### config.mk
export PLATFORM = sky130hd
export DESIGN_NAME = vsp_beam_latch
export DESIGN_NICKNAME = d
export VERILOG_FILES = /design/src/rtl/vsp_pkg.sv /design/src/rtl/vsp_status.sv /design/src/rtl/vsp_pos_latch.sv /design/src/rtl/vsp_beam_latch.sv
export SDC_FILE = /design/constraint.sdc
export NUM_CORES = 1
export LEC_CHECK = 0
export ABC_AREA = 1
export BUFFER_PORTS_ARGS = -buffer_cell sky130_fd_sc_hd__buf_2
export CORE_MARGIN = 4
export CORE_UTILIZATION = 45
export CTS_CLUSTER_DIAMETER = 150
export CTS_CLUSTER_SIZE = 8
export DETAILED_ROUTE_END_ITERATION = 16
export GPL_TIMING_DRIVEN = 1
export PLACE_DENSITY = 0.68
export SLEW_MARGIN = 20
export SYNTH_ARGS = -nofsm -noshare
export SYNTH_HDL_FRONTEND = slang
export SYNTH_SLANG_ARGS = --single-unit
### constraint.sdc
create_clock -name clk -period 3.7 [get_ports clk]
set_clock_uncertainty 0.2 [all_clocks]
set_input_delay 0.37 -clock clk [delete_from_list [all_inputs] [get_ports clk]]
set_output_delay 0.37 -clock clk [all_outputs]
set_load 0.02 [all_outputs]
### src/rtl/vsp_pkg.sv
package vsp_pkg;
    typedef enum logic [1:0] {
        SEL_STATUS = 2'b00,
        SEL_HPOS   = 2'b01,
        SEL_VPOS   = 2'b10,
        SEL_NONE   = 2'b11
    } rd_sel_e;

    localparam int BIT_LINE_ACT = 0;
    localparam int BIT_TRK      = 1;
    localparam int BIT_IRQ      = 2;
    localparam int BIT_VBLANK   = 3;

    localparam int POS_HORIZ = 0;
    localparam int POS_VERT  = 1;
endpackage

### src/rtl/vsp_status.sv
module vsp_status #(
    parameter int LINE_W   = 8,
    parameter int FRAME_W  = 13,
    parameter int LINE_LEN = 228,
    parameter int VBL_TH   = 5000
) (
    input  logic               clk,
    input  logic               rst_n,
    input  logic [LINE_W-1:0]  line_pos,
    input  logic [FRAME_W-1:0] frame_pos,
    input  logic               ctrl_trk,
    input  logic               snd_irq,
    input  logic               stat_rd,
    output logic [7:0]         status,
    output logic               irq_pend
);
    import vsp_pkg::*;

    localparam logic [LINE_W-1:0]  LINE_LIMIT = LINE_W'(LINE_LEN - 7);
    localparam logic [FRAME_W-1:0] VBL_LIMIT  = FRAME_W'(VBL_TH);

    typedef struct packed {
        logic pend;
    } stat_state_t;

    stat_state_t st_d, st_q;

    always_comb begin
        status = 8'h00;
        status[BIT_LINE_ACT] = (line_pos < LINE_LIMIT);
        status[BIT_TRK]      = ctrl_trk;
        status[BIT_IRQ]      = st_q.pend;
        status[BIT_VBLANK]   = (frame_pos > VBL_LIMIT);

        st_d      = st_q;
        // a new request wins over the acknowledge of the same cycle
        st_d.pend = snd_irq | (st_q.pend & ~stat_rd);
    end

    always_ff @(posedge clk) begin
        if (!rst_n) st_q <= '0;
        else        st_q <= st_d;
    end

    assign irq_pend = st_q.pend;

    p_irq_cleared_r6: assert property (@(posedge clk) disable iff (!rst_n)
        (stat_rd && !snd_irq) |=> !irq_pend);

    p_irq_kept_r7: assert property (@(posedge clk) disable iff (!rst_n)
        snd_irq |=> irq_pend);

    p_irq_persists_r6: assert property (@(posedge clk) disable iff (!rst_n)
        (irq_pend && !stat_rd) |=> irq_pend);
endmodule

### src/rtl/vsp_pos_latch.sv
module vsp_pos_latch #(
    parameter int IN_W    = 8,
    parameter int MODE    = 0,
    parameter int SCALE   = 12,
    parameter int DIV     = 22,
    parameter int SAT_MAX = 241
) (
    input  logic            clk,
    input  logic            rst_n,
    input  logic [IN_W-1:0] pos_in,
    input  logic            load,
    output logic [7:0]      sample,
    output logic [7:0]      held
);
    import vsp_pkg::*;

    typedef struct packed {
        logic [7:0] val;
    } pos_state_t;

    pos_state_t ps_d, ps_q;

    generate
        if (MODE == POS_HORIZ) begin : g_horiz
            localparam int PW = IN_W + 8;
            logic [PW-1:0] prod;
            always_comb begin
                prod   = PW'(pos_in) * PW'(SCALE);
                sample = prod[7:0];
            end
        end else begin : g_vert
            logic [IN_W-1:0] quot;
            always_comb begin
                quot = pos_in / IN_W'(DIV);
                if (quot > IN_W'(SAT_MAX)) sample = 8'hFF;
                else                       sample = 8'(quot);
            end
            p_vert_sat_r9: assert property (@(posedge clk) disable iff (!rst_n)
                (held <= 8'(SAT_MAX)) || (held == 8'hFF));
        end
    endgenerate

    always_comb begin
        ps_d = ps_q;
        if (load) ps_d.val = sample;
    end

    always_ff @(posedge clk) begin
        if (!rst_n) ps_q <= '0;
        else        ps_q <= ps_d;
    end

    assign held = ps_q.val;

    p_hold_r10: assert property (@(posedge clk) disable iff (!rst_n)
        !load |=> $stable(held));
endmodule

### src/rtl/vsp_beam_latch.sv
module vsp_beam_latch #(
    parameter int LINE_W   = 8,
    parameter int FRAME_W  = 13,
    parameter int LINE_LEN = 228,
    parameter int VBL_TH   = 5000,
    parameter int H_SCALE  = 12,
    parameter int V_DIV    = 22,
    parameter int V_MAX    = 241
) (
    input  logic               clk,
    input  logic               rst_n,
    input  logic [LINE_W-1:0]  line_pos,
    input  logic [FRAME_W-1:0] frame_pos,
    input  logic               snd_irq,
    input  logic               ctrl_trk,
    input  logic               rd_en,
    input  logic [1:0]         rd_sel,
    output logic [7:0]         rd_data
);
    import vsp_pkg::*;

    typedef struct packed {
        logic [7:0] data;
    } top_state_t;

    top_state_t ts_d, ts_q;
    rd_sel_e    sel;
    logic       stat_rd, h_load, v_load, irq_pend;
    logic [7:0] status, h_samp, h_held, v_samp, v_held;

    assign sel     = rd_sel_e'(rd_sel);
    assign stat_rd = rd_en && (sel == SEL_STATUS);
    assign h_load  = rd_en && (sel == SEL_HPOS) && ctrl_trk;
    assign v_load  = rd_en && (sel == SEL_VPOS) && ctrl_trk;

    vsp_status #(
        .LINE_W(LINE_W), .FRAME_W(FRAME_W),
        .LINE_LEN(LINE_LEN), .VBL_TH(VBL_TH)
    ) u_status (
        .clk(clk), .rst_n(rst_n), .line_pos(line_pos), .frame_pos(frame_pos),
        .ctrl_trk(ctrl_trk), .snd_irq(snd_irq), .stat_rd(stat_rd),
        .status(status), .irq_pend(irq_pend)
    );

    vsp_pos_latch #(
        .IN_W(LINE_W), .MODE(POS_HORIZ), .SCALE(H_SCALE),
        .DIV(V_DIV), .SAT_MAX(V_MAX)
    ) u_hpos (
        .clk(clk), .rst_n(rst_n), .pos_in(line_pos), .load(h_load),
        .sample(h_samp), .held(h_held)
    );

    vsp_pos_latch #(
        .IN_W(FRAME_W), .MODE(POS_VERT), .SCALE(H_SCALE),
        .DIV(V_DIV), .SAT_MAX(V_MAX)
    ) u_vpos (
        .clk(clk), .rst_n(rst_n), .pos_in(frame_pos), .load(v_load),
        .sample(v_samp), .held(v_held)
    );

    always_comb begin
        ts_d = ts_q;
        if (rd_en) begin
            unique case (sel)
                SEL_STATUS: ts_d.data = status;
                SEL_HPOS:   ts_d.data = ctrl_trk ? h_samp : h_held;
                SEL_VPOS:   ts_d.data = ctrl_trk ? v_samp : v_held;
                default:    ts_d.data = 8'h00;
            endcase
        end
    end

    always_ff @(posedge clk) begin
        if (!rst_n) ts_q <= '0;
        else        ts_q <= ts_d;
    end

    assign rd_data = ts_q.data;

    p_data_hold_r2: assert property (@(posedge clk) disable iff (!rst_n)
        !rd_en |=> $stable(rd_data));

    p_unused_sel_r2: assert property (@(posedge clk) disable iff (!rst_n)
        (rd_en && rd_sel == 2'b11) |=> (rd_data == 8'h00));

    p_hread_latch_r8: assert property (@(posedge clk) disable iff (!rst_n)
        (rd_en && rd_sel == 2'b01) |=> (rd_data == h_held));

    p_vread_latch_r9: assert property (@(posedge clk) disable iff (!rst_n)
        (rd_en && rd_sel == 2'b10) |=> (rd_data == v_held));

    p_status_high_r3: assert property (@(posedge clk) disable iff (!rst_n)
        (rd_en && rd_sel == 2'b00) |=> (rd_data[7:4] == 4'h0));
endmodule

### Word level (Yosys, flattened, before mapping)

Cells that the tools add are included.

| word-level totals | value |
|---|---|
| register bits | 23 |
| latch bits | 0 |
| bits in writable memories | 0 |
| bits in read-only memories | 0 |
| bits of input ports | 28 |
| memories | 0 |

| cells by class | value |
|---|---|
| $add $sub $neg | 0 |
| multiply operators | 1 |
| divide/modulo/power cells | 1 |
| order comparisons | 3 |
| eq/ne operators | 2 |
| shift-type cells | 0 |
| muxes and demuxes | 4 |
| bitwise gates (word level) | 3 |
| reductions and logical operators | 6 |

Operators with widths:

| kind | count |
|---|---|
| 2-to-1 mux 8 bit | 3 |
| one-hot mux 8 bit (3 select lines) | 1 |
| divider 13 x 5 -> 13 bit, second input constant | 1 |
| greater-than comparator 13 bit, second input constant | 1 |
| greater-than comparator 13 x 8 -> 1 bit, second input constant | 1 |
| < comparator 8 bit, second input constant | 1 |
| multiplier 8 x 2 -> 6 bit, second input constant | 1 |
| logical AND 1 bit | 5 |
| == test 2 x 1 -> 1 bit, second input constant | 1 |
| == test 2 bit, second input constant | 1 |
| logical NOT 2 bit | 1 |
| bitwise AND 1 bit | 1 |
| NOT 1 bit | 1 |
| OR 1 bit | 1 |

### Depth between registers and ports, before layout

Gate-level depths: netlist of run 1.

| logic depth | value |
|---|---|
| depth after elaboration | 5 |
| mapped depth | 47 |
| depth with buffers taken out | 47 |

### Cells and area by module

From an unflattened synthesis of run 1, not the netlist that was laid out.

| second synthesis, totals | value |
|---|---|
| cells, all modules | 491 |
| area total of the unflattened synthesis | 2,790.2 um2 |

Modules (own cells, without submodules):

| module | instances | cells an instance | area each (um2) |
|---|---|---|---|
| vsp_pos_latch (u_vpos) | 1 | 245 | 1,416.4 |
| vsp_beam_latch | 1 | 134 | 696.9 |
| vsp_pos_latch (u_hpos) | 1 | 69 | 451.7 |
| vsp_status | 1 | 43 | 225.2 |

### Worst setup path after synthesis of run 1

No wires, ideal clock.

| path | value |
|---|---|
| path type | input-to-reg |
| from | input port frame_pos[12] |
| to | register ts_q (netlist bit rd_data[5]) |
| library setup time | 119 ps |
| arrival time | 3,674 ps |
| slack | -294 ps |
| stages on the path | 42 |
| buffers on the path | 1 |
| cells stage by stage | buf_2 > nand3_2 > nand3_2 > nand2_4 > nand2_4 > nand2_4 > nand2_2 > nand2_4 > a21oi_4 > nand2_4 > nand2_2 > nand2_1 > inv_2 > nand2_4 > nand2_8 > nand2_8 > nand2_2 > nand2_2 > [6 not listed] > nand2_4 > nand2_4 > nand2_2 > nand3_2 > nand2_2 > nand2_4 > nand2_4 > nand2_1 > nand2_1 > nand2_2 > nand2_4 > nand3_4 > nand2_4 > nand2_2 > nor2_2 > nand2_1 > nand2_1 > a21oi_1 |

| between the ends | value |
|---|---|
| longest elaborated chain between the ends | 5 |

Ends and longest elaborated chain:

| item | RTL line | RTL |
|---|---|---|
| start, declared | vsp_beam_latch.sv:13 | `input logic [FRAME_W-1:0] frame_pos,` |
| divider 13 x 5 -> 13 bit (*) | vsp_pos_latch.sv:34 | `quot = pos_in / IN_W'(DIV);` |
| greater-than comparator 13 x 8 -> 1 bit | vsp_pos_latch.sv:35 | `if (quot > IN_W'(SAT_MAX)) sample = 8'hFF;` |
| 2-to-1 mux 8 bit (*) | vsp_pos_latch.sv:35 |  |
| 2-to-1 mux 8 bit (*) | vsp_beam_latch.sv:67 | `SEL_VPOS: ts_d.data = ctrl_trk ? v_samp : v_held;` |
| one-hot mux 8 bit (3 select lines) (*) | vsp_beam_latch.sv:64 | `unique case (sel)` |
| end signal, assigned | vsp_beam_latch.sv:75 | `else ts_q <= ts_d;` |
| end, declared | vsp_beam_latch.sv:26 | `top_state_t ts_d, ts_q;` |

Mark *: on every way between the ends. The rest lies on a longest branch, timed or not.
A chain may end at the register's enable or synchronous reset.

### Worst setup path in the final report of run 1

| path | value |
|---|---|
| from | input port frame_pos[10] |
| to | register ts_q (netlist bit rd_data[5]) |

The elaborated chain is that of the path after synthesis.

==> results of run 1 <==
==> timing repair <==
item	in CTS	in global routing
pin swaps	9	10
setup endpoints to repair	12	12
gates resized for setup	31	62
buffers inserted	14	9
hold buffers	0	0
==> cell type report <==
class	count	share of cell area, %
Tap cell	70	2.313
Sequential cell	23	12.16
Clock inverter	1	0.1322
Multi-Input combinational cell	303	58.92
Timing Repair Buffer	102	18.67
Clock buffer	3	1.091
Inverter	65	6.709
==> power by group through the flow <==
stage	Clock, uW	Sequential [uW]	Combinational [uW]
6_report	160	265	2010
2_1_floorplan	0	277	973
3_3_place_gp	0	270	1390
5_1_grt	172	267	2180
3_5_place_dp	0	271	1420
4_1_cts	163	265	1620
==> sequential cells by signal, summed over array words and instances, names as in the netlist <==
name and count:
u_status.irq_pend 1, u_vpos.held 8, rd_data 8, u_hpos.held 6
==> Yosys cell counts (6+ instances only) <==
cell and count:
o21ai_1 7, inv_2 11, o21ai_0 21, a21oi_1 39, nand2_1 79, ha_1 6
nand4_1 7, nand2_4 18, nand3_1 21, nand3_2 14, dfxtp_1 23, nor2_1 38
nand2_2 23, inv_1 51
==> cell families after synthesis <==
kind of cell	after synthesis	share of synthesized area, %
XOR/XNOR	5	1.736
AO/OA/AOI/OAI	82	18.40
adder cells (fa/ha/maj)	7	3.770
buffers and inverters	71	10.71
AND/OR/NAND/NOR	209	47.12
flip-flops	23	18.25
==> tightest hold or removal path, stage by stage <==
cell and delay (ns):
buf_2 0.09, inv_1 0.04, a21oi_1 0.05
==> placed cells by master, fill, tap and decap left out, drive strengths merged <==
| cell | n |
|---|---|
| fa | 1 |
| clkinv | 4 |
| a22oi | 1 |
| nand4 | 7 |
| o211ai | 3 |
| o21a | 1 |
| a31oi | 1 |
| o21ai | 29 |
| and3 | 1 |
| nor3 | 1 |
| clkbuf | 3 |
| nor2 | 40 |
| dfxtp | 23 |
| o221ai | 1 |
| xnor2 | 1 |
| xor2 | 4 |
| a21oi | 42 |
| o31ai | 1 |
| nand3 | 36 |
| buf | 102 |
| ha | 6 |
| o21bai | 1 |
| a21o | 2 |
| nand3b | 1 |
| nand2 | 123 |
| inv | 62 |
==> stage by stage <==
| stage | setup TNS, ns | area (um^2) | setup slack (ns) | util, % |
|---|---|---|---|---|
| 2_1_floorplan | -1.849 | 2590 | -0.2073 | - |
| 3_3_place_gp | -6.693 | 3147 | -0.6154 | 59.71 |
| 3_5_place_dp | -7.892 | 3147 | -0.7175 | 59.71 |
| 4_1_cts | -2.917 | 3417 | -0.2990 | 64.84 |
| 5_1_grt | -7.401 | 3786 | -0.6761 | 71.84 |
| 6_report | -4.505 | 3786 | -0.4340 | 71.84 |
==> how the worst min path moves through the flow <==
| stage | from | end | depth (start not counted) |
|---|---|---|---|
| 6_report | snd_irq | u_status.irq_pend | 3 |
| 5_1_grt | snd_irq | u_status.irq_pend | 3 |
| 4_1_cts | snd_irq | u_status.irq_pend | 3 |
| 3_5_place_dp | u_hpos.held[3] | u_hpos.held[3] | 2 |
| 3_3_place_gp | u_hpos.held[4] | u_hpos.held[4] | 2 |
| 2_1_floorplan | u_hpos.held[3] | u_hpos.held[3] | 2 |
==> routing by layer <==
layer	up-vias	part of all wire (%)
met5	-	0
met4	0	1.8
met3	14	3.1
met2	58	54
met1	1317	41
li1	1480	-
==> flow_summary.toml, run 1 <==
[setup_path]
critPathLaunch = "frame_pos[10]"
number_of_logic_stages_on_the_critical_path_including_buffering = 45
critPathKind = "in -> reg"
startpoint_type = "primary input"
r2r_end = "rd_data[4]"
path_common_cell = "nand2_4"
setup.reg_to_reg.worst_slack_ns = 2.50
critical_path.reg2reg.startpoint = "u_hpos.held[4]"
timing.critical_path.to_type = "flop"
timing.critical_path.arrival_ns = 4.10
cp_num_buf_inv = 2
cpPeakStageDelay_ns = 0.14
worst_ep_required_time_ns = 3.67
cp-endpoint = "rd_data[5]"
critical-path-top-delay-family = "simple AND/OR/NAND/NOR gates"
critPathMaxFanout = 7
crit_slowest_cell = "nand3_2"
number_of_cell_instances_on_the_worst_register_to_register_path = 6

[timing]
fmaxAchievable_ghz = 0.2419
period_minus_slack_ns = 4.134
hold_viol = 0
worst-slew-pin-transition_ns = 0.4817
unrepaired_setup_endpoints_after_global_routing = "yes"
report.final.setup_viol = 12
timing.final.max_slew_violations = 0
timing.final.crit_share_pct = 111.7
slew_headroom_pct = 67.77
finalWorstSetupSlack_ns = -0.4340
worst_hold_slack_across_all_endpoints_ns = 0.1232

[die]
dieWidth_um = 82.87
io-pin-count = 36
coreArea_um2 = 5270
initial_core_util_pct = 47.86
rows = 26
dieArea_um2 = 6867
die_height_um = 82.87

[global_route]
globalRouteOverflowTotal = 0
grt.met1_usage_pct = 23.04
antenna_found_initial = 0
first_global_vias = 2745
global_route.peak_usage_layer = "met2"
maximum_number_of_pins_on_one_net_before_global_route_repair = 18
track_usage_pct = 19.25
groute.layer.met3.usage_pct = 2.376
grt_pass1_wl_mm = 11.63
grt.met2_usage_pct = 36.22

[synth]
ys_ff_latch = 23
netlist-cell-type-count = 38
synth_seq_area_share_pct = 18.25
syn-instance-count = 397
synthTopCellsByArea = "dfxtp_1 18%, nand2_1 12%, nand2_4 8.0%, a21oi_1 7.7%, inv_1 7.6%"
mappedNetlistArea_um2 = 2522
synth_top_area_share_pct = 18.25
number_of_flops_mapped_to_enable_cells_by_yosys = 0
synthDominantAreaCellType = "dfxtp_1"
yosys_warning_total = 0
synth-async-reset-ratio_pct = 0
post_synthesis_mean_instance_area_um2 = 6.354
syn-num-nets = 432
synth_ff_type = "dfxtp_1"

[pwr]
pwr-share-comb_pct = 82.6
power_leakage_uw = 0.001875
power_consumption_uw = 2440
power_switching_share_pct = 50.20
power_density_nw_per_um2 = 644.3
power.sequential.fraction_pct = 10.9
clock_group_share_of_total_power_pct = 6.6
largest_vdd_supply_drop_mv = 0.5854
switchingPower_uw = 1225
p_int_uw = 1215

[outcome]
violated_checks = "negative setup slack"
outcome = "finished, violations left"

[finish]
finalNetCount = 533
fin_cells = 567
sequential_cell_area_um2 = 460.4
drive_above_1_share_pct = 46.08
antenna_cells_inserted = 0
multiInputGateArea_um2 = 2231
num-fill-cells = 441
area_growth_pct = 50.10

[place]
hpwlAfterDp_mm = 5.147
place_congestion = 0.8098
dpl.cell_count = 540
numPortBuffers = 35

[detailed_routing]
num_vias = 2869
drt_wl_total_mm = 7.256
drt_first_iter_violations = 118
ant_nets = 0
drc_errors = 0
detail_route.first_pass.iterations = 4
via_per_inst = 5.060
detailed_route_wire_length_per_cell_um = 12.80

[worst_hold_path]
hold_class = "in -> reg"

[cts]
cts_num_sinks = 23
path_clk_slew_ns = 0.09
cts_inserted_buffers = 3
root_buffer = "clkbuf_8"
clock_insertion_delay_worst_skew_ns = 0.27
clock_path_buffers = 2
cts_tree = "done"
cts_htree_levels = 1

[job]
max-cap-violations = 0
(Power assumes the default switching activity.)
==> inputs of run 2 (changes only) <==
- PLACE_DENSITY: 0.68 -> 0.65
==> run 2 against run 1 <==
  * The run still ends with negative setup slack left
  * Non-clock buffer count down 11
  * Total power is 8.9% lower
  * Sequential share of layout area grew 0.84 points
  * Worst setup slack better by 0.061 ns
  * First-iteration DRC count up 19%
  * Core utilization is 4.7 points lower
  * Wire length decreased by 7.4%
  * Count of clock-buffer cells in the layout did not move
  * Die area unchanged
  * Clock power about the same
  * Critical path depth shrank 2
  * Maximum frequency rose by 1.5%
  * Critical endpoint is now rd_data[2]
  * Largest power group unchanged
==> flow_summary.toml, run 2 (synthesis results as in run 1) <==
[setup_path]
startpoint_type = "primary input"
critical_path.reg2reg.startpoint = "u_hpos.held[2]"
critPathMaxFanout = 7
r2r_end = "rd_data[2]"
timing.critical_path.to_type = "flop"
timing.critical_path.arrival_ns = 4.02
path_common_cell = "nand2_4"
crit_slowest_cell = "a21oi_4"
cpPeakStageDelay_ns = 0.15
critPathKind = "in -> reg"
number_of_cell_instances_on_the_worst_register_to_register_path = 6
worst_ep_required_time_ns = 3.65
setup.reg_to_reg.worst_slack_ns = 2.51

[detailed_routing]
detail_route.first_pass.iterations = 5
detailed_route_wire_length_per_cell_um = 12.09
drt_first_iter_violations = 141
num_vias = 2768
drc_errors = 0
via_per_inst = 4.978
ant_nets = 0
drt_wl_total_mm = 6.722

[job]
max-cap-violations = 0

[worst_hold_path]
hold_class = "in -> reg"
holdPathEnd = "u_status.irq_pend"
hold_depth = 3
hold_path.startpoint = "snd_irq"

[finish]
area_growth_pct = 40.38
drive_above_1_share_pct = 42.80
fin_cells = 556
most_common_cell_after_layout_fill_and_taps_aside = "nand2_1"
antenna_cells_inserted = 0
final_cell_mix = "61 x nand2_1, 55 x buf_4, 47 x inv_1"
finalNetCount = 522
num-fill-cells = 497

[global_route]
antenna_found_initial = 0
grt_pass1_wl_mm = 11.07
globalRouteOverflowTotal = 0
first_global_vias = 2626
maximum_number_of_pins_on_one_net_before_global_route_repair = 18
track_usage_pct = 18.49

[cts]
clock_insertion_delay_worst_skew_ns = 0.27
cts_htree_levels = 1
root_buffer = "clkbuf_8"
cts_num_sinks = 23
path_clk_slew_ns = 0.08
cts_tree = "done"
clock_path_buffers = 2
cts_inserted_buffers = 3
cts_hold_buffers = 0

[place]
place_congestion = 0.8217
numPortBuffers = 35
hpwlAfterDp_mm = 5.104
dpl.cell_count = 534
setup_slack_at_placement_ns = -0.7558

[pwr]
power_density_nw_per_um2 = 627.4
power_leakage_uw = 0.001788
largest_vdd_supply_drop_mv = 0.5586

[timing]
fmaxAchievable_ghz = 0.2455
hold_viol = 0
timing.final.max_slew_violations = 0
report.final.setup_viol = 12
worst-slew-pin-transition_ns = 0.4402
worst_hold_slack_across_all_endpoints_ns = 0.1372
finalWorstSetupSlack_ns = -0.3730
unrepaired_setup_endpoints_after_global_routing = "yes"
timing.final.crit_share_pct = 110.1
slew_headroom_pct = 70.54
period_minus_slack_ns = 4.073

[die]
dieWidth_um = 82.87
io-pin-count = 36
initial_core_util_pct = 47.86
rows = 26
coreArea_um2 = 5270
dieArea_um2 = 6867
die_height_um = 82.87

[outcome]
violated_checks = "negative setup slack"
outcome = "finished, violations left"
## run 2: cell types whose count changed in the layout (fill, tap and decap cells not counted), moves of 3 or more
cell,previous run,this run
nand2_4,29,23
inv_2,11,14
nand3_4,13,8
buf_4,66,55
nand2_1,55,61
nand2_8,12,9
nand3_1,13,16
nand2_2,27,30
## run 2: worst max-delay path: cells and delay by family
kind	cells	cell delay (ns)
simple gates	33	2.61
buf+inv	7	0.72
compound gates	3	0.31
## run 2: area by class of cell
class	count	area, um^2	share of cell area (%)
clock buffers	3	41.29	1.166
clock inverters	1	5.005	0.1413
inverters	65	249.0	7.032
multi-input cells	303	2071	58.48
flip-flops and latches	23	460.4	13.00
well taps	70	87.58	2.473
repair buffers	91	626.9	17.70
## run 2: per-layer routing
| metal | vias up | wire, um | share of wire, % | track usage (%) |
|---|---|---|---|---|
| li1 | 1468 | - | - | - |
| met1 | 1246 | 3000 | 45 | 22.65 |
| met2 | 48 | 3471 | 52 | 34.33 |
| met3 | 6 | 210 | 3.1 | 2.970 |
| met4 | 0 | 40 | 0.60 | 2.823 |
| met5 | - | 0 | 0 | 0 |
## run 2: metrics by stage
| stage | cell area, um^2 | TNS, ns | util [%] | total power, uW |
|---|---|---|---|---|
| floorplan | 2590 | -1.849 | - | 1251 |
| global placement | 3102 | -7.525 | 58.86 | 1620 |
| detailed placement | 3102 | -8.124 | 58.86 | 1633 |
| CTS | 3391 | -3.321 | 64.34 | 1968 |
| global route | 3541 | -7.705 | 67.19 | 2398 |
| finish | 3541 | -3.897 | 67.19 | 2221 |
## run 2: power by group
part | leakage, uW | switching, uW | internal [uW]
combinational | 0.00158 | 1030 | 767
sequential | 0.000188 | 5.32 | 260
clock | 0.0000255 | 83.6 | 75.3
## run 2: worst max path at each step
| stage | startpoint | end | slack (ns) | cells after the start |
|---|---|---|---|---|
| after floorplan | frame_pos[9] | rd_data[5] | -0.21 | 44 |
| after global placement | frame_pos[9] | rd_data[1] | -0.71 | 44 |
| after detailed placement | frame_pos[9] | rd_data[1] | -0.76 | 42 |
| after CTS | frame_pos[9] | rd_data[5] | -0.35 | 47 |
| after global routing | frame_pos[9] | rd_data[5] | -0.70 | 46 |
| final | frame_pos[9] | rd_data[2] | -0.37 | 43 |
## run 2: timing repair
action	4_1_cts	5_1_grt
resized for setup	33	30
setup buffers	16	2
setup endpoints to repair	12	12
pin swaps	21	15
==> inputs of run 3 (changes only) <==
- ABC_AREA: 1 -> unset
- PLACE_DENSITY: 0.65 -> 0.64
==> run 3 against run 2 <==
  * Cell count rose by 7.0%
  * Worst setup slack improved by 0.29 ns
  * Non-clock buffer count rose by 52
  * Count of clock-buffer cells in the layout rose by 1
  * The flow still finishes with violations (negative setup slack)
  * Core utilization rose by 0.89 points
  * Maximum frequency rose by 7.6%
  * Register-to-register slack got worse by 0.22 ns
  * First-iteration DRC count rose by 48%
  * Die area rose by 16%
  * Sequential power barely moved
  * Critical path type unchanged
==> flow_summary.toml, run 3 <==
[worst_hold_path]
hold_class = "in -> reg"
hold_path.startpoint = "snd_irq"

[die]
die_height_um = 89.35
dieArea_um2 = 7983
io-pin-count = 36
coreArea_um2 = 6386
rows = 29
initial_core_util_pct = 46.63
dieWidth_um = 89.35

[timing]
worst-slew-pin-transition_ns = 0.5975
slew_headroom_pct = 60.02
finalWorstSetupSlack_ns = -0.08631
unrepaired_setup_endpoints_after_global_routing = "yes"
fmaxAchievable_ghz = 0.2641
period_minus_slack_ns = 3.786
timing.final.max_slew_violations = 0
hold_viol = 0
report.final.setup_viol = 8
timing.final.crit_share_pct = 102.3
timing.setup.tns_ns = -0.4421

[global_route]
maximum_number_of_pins_on_one_net_before_global_route_repair = 24
globalRouteOverflowTotal = 0
global_route.peak_usage_layer = "met2"
grt.met2_usage_pct = 38.65
antenna_found_initial = 0
grt_pass1_wl_mm = 14.55
track_usage_pct = 22.12
first_global_vias = 3234
grt.met1_usage_pct = 29.92
groute.layer.met3.usage_pct = 2.212

[synth]
synth_seq_area_share_pct = 15.46
number_of_flops_mapped_to_enable_cells_by_yosys = 0
mappedNetlistArea_um2 = 2978
post_synthesis_mean_instance_area_um2 = 7.463
synth_common_cells = "38 x a21oi_1, 33 x o21ai_0, 30 x nand2_1"
netlist-cell-type-count = 85
synthDominantAreaCellType = "dfxtp_1"
syn-instance-count = 399
synthMostInstantiatedCell = "a21oi_1"
ys_ff_latch = 23
synthTopCellsByArea = "dfxtp_1 15%, a21oi_1 6.4%, o21ai_0 5.5%, nand2_1 3.8%, nor2_1 3.7%"
synth_top_area_share_pct = 15.46
yosys_warning_total = 0
synth_ff_type = "dfxtp_1"
synth-async-reset-ratio_pct = 0
syn-num-nets = 434

[outcome]
outcome = "finished, violations left"
violated_checks = "negative setup slack"

[cts]
clock_path_buffers = 2
cts_htree_levels = 1
cts_inserted_buffers = 3
root_buffer = "clkbuf_8"
cts_num_sinks = 23
clock_insertion_delay_worst_skew_ns = 0.26
path_clk_slew_ns = 0.08
cts_tree = "done"

[detailed_routing]
drt_wl_total_mm = 9.159
detail_route.first_pass.iterations = 5
detailed_route_wire_length_per_cell_um = 15.39
num_vias = 3582
drc_errors = 0
via_per_inst = 6.020
ant_nets = 0
drt_first_iter_violations = 208

[place]
place_congestion = 0.9412
hpwlAfterDp_mm = 6.847
placed_area_um2 = 3819
numPortBuffers = 35

[finish]
final_core_util_pct = 68.08
drive_above_1_share_pct = 42.08
final_cell_mix = "96 x buf_4, 34 x a21oi_1, 30 x o21ai_0, 30 x buf_2, 29 x nor2_1"
finalNetCount = 554
most_common_cell_after_layout_fill_and_taps_aside = "buf_4"
antenna_cells_inserted = 0
postLayoutCellArea_um2 = 4348
num-fill-cells = 506
area_growth_pct = 46.01

[pwr]
power_consumption_uw = 1318
power_leakage_uw = 0.001859
largest_vdd_supply_drop_mv = 0.2522
power_density_nw_per_um2 = 303.1

[setup_path]
timing.critical_path.to_type = "flop"
critical_path.reg2reg.startpoint = "u_hpos.held[3]"
setup.reg_to_reg.worst_slack_ns = 2.29
critPathKind = "in -> reg"
startpoint_type = "primary input"
timing.critical_path.arrival_ns = 3.74
worst_ep_required_time_ns = 3.65
critPathMaxFanout = 7
critPathLaunch = "frame_pos[12]"

[job]
max-cap-violations = 0
==> run 3: cell types whose count changed in the layout (fill, tap and decap cells not counted), moves of 9 or more <==
| cell | previous run | this run |
|---|---|---|
| nor3_1 | 1 | 10 |
| nand2_4 | 23 | 0 |
| buf_4 | 55 | 96 |
| nand2_2 | 30 | 2 |
| inv_2 | 14 | 0 |
| mux2i_1 | 0 | 9 |
| buf_6 | 3 | 15 |
| inv_1 | 47 | 15 |
| nand2_1 | 61 | 28 |
| nor2b_1 | 0 | 9 |
| a31oi_1 | 1 | 11 |
| o21ai_0 | 21 | 30 |
| nand3_2 | 12 | 1 |
| nand2_8 | 9 | 0 |
==> run 3: power by group <==
part / total, uW / internal (uW) / switching (uW)
combinational: 900 / 453 / 448
clock: 152 / 76.7 / 75.3
sequential: 265 / 260 / 5.46
total: 1320 / 789 / 528
==> run 3: timing repair <==
item,CTS,global route
hold buffers,0,0
hold endpoints to repair,0,0
pin swaps,17,30
setup buffers,4,14
setup endpoints to repair,9,10
resized for setup,19,61
cloned,0,0
==> run 3: metal layers <==
layer  wire [um]  vias up
li1            -     1766
met1        4139     1708
met2        4542       96
met3         366       12
met4         112        0
met5           0        -
==> run 3: cells by family after synthesis <==
group	Yosys count	share of synthesized area (%)
buffers and inverters	43	7.143
adder cells (fa/ha/maj)	7	3.193
AND/OR/NAND/NOR	140	25.76
multiplexers	11	3.740
flip-flops	23	15.46
XOR/XNOR	5	1.723
AO/OA/AOI/OAI	170	42.98
==> run 3: critical path, stage by stage <==
cell and delay, ns:
buf_4 0.14, nand2b_4 0.16, and3_1 0.18, a211o_2 0.36
or2_0 0.21, buf_4 0.15, a211oi_2 0.23, buf_4 0.18
buf_6 0.10, a21o_1 0.14, o32ai_2 0.09, mux2i_2 0.18
o31ai_2 0.09, buf_4 0.17, buf_6 0.12, a22o_1 0.20
o22ai_2 0.14, o211ai_1 0.14, o311a_1 0.37
==> run 3: cell type report <==
| class | count | area [um^2] | area share, % |
|---|---|---|---|
| Timing Repair Buffer | 143 | 1080 | 24.83 |
| Multi-Input combinational cell | 333 | 2610 | 60.03 |
| Sequential cell | 23 | 460.4 | 10.59 |
| Tap cell | 77 | 96.34 | 2.216 |
| Inverter | 15 | 56.30 | 1.295 |
| Clock buffer | 4 | 45.04 | 1.036 |
==> run 3: path summary, 6_finish.rpt <==
path,depth (start not counted),to
worst max-delay path,19,rd_data[0]
worst min-delay path,3,u_status.irq_pend
worst max register to register,5,rd_data[3]
worst min register to register,1,u_hpos.held[5]
==> run 3: per-stage QoR <==
stage	setup slack (ns)	hold slack (ns)	instances
6_report	-0.08631	0.1385	595
3_3_place_gp	-0.3152	0.2688	575
3_5_place_dp	-0.4801	0.2814	575
2_1_floorplan	0.008311	0.2566	399
5_1_grt	-0.2378	0.1561	595
4_1_cts	0.005688	0.1389	583
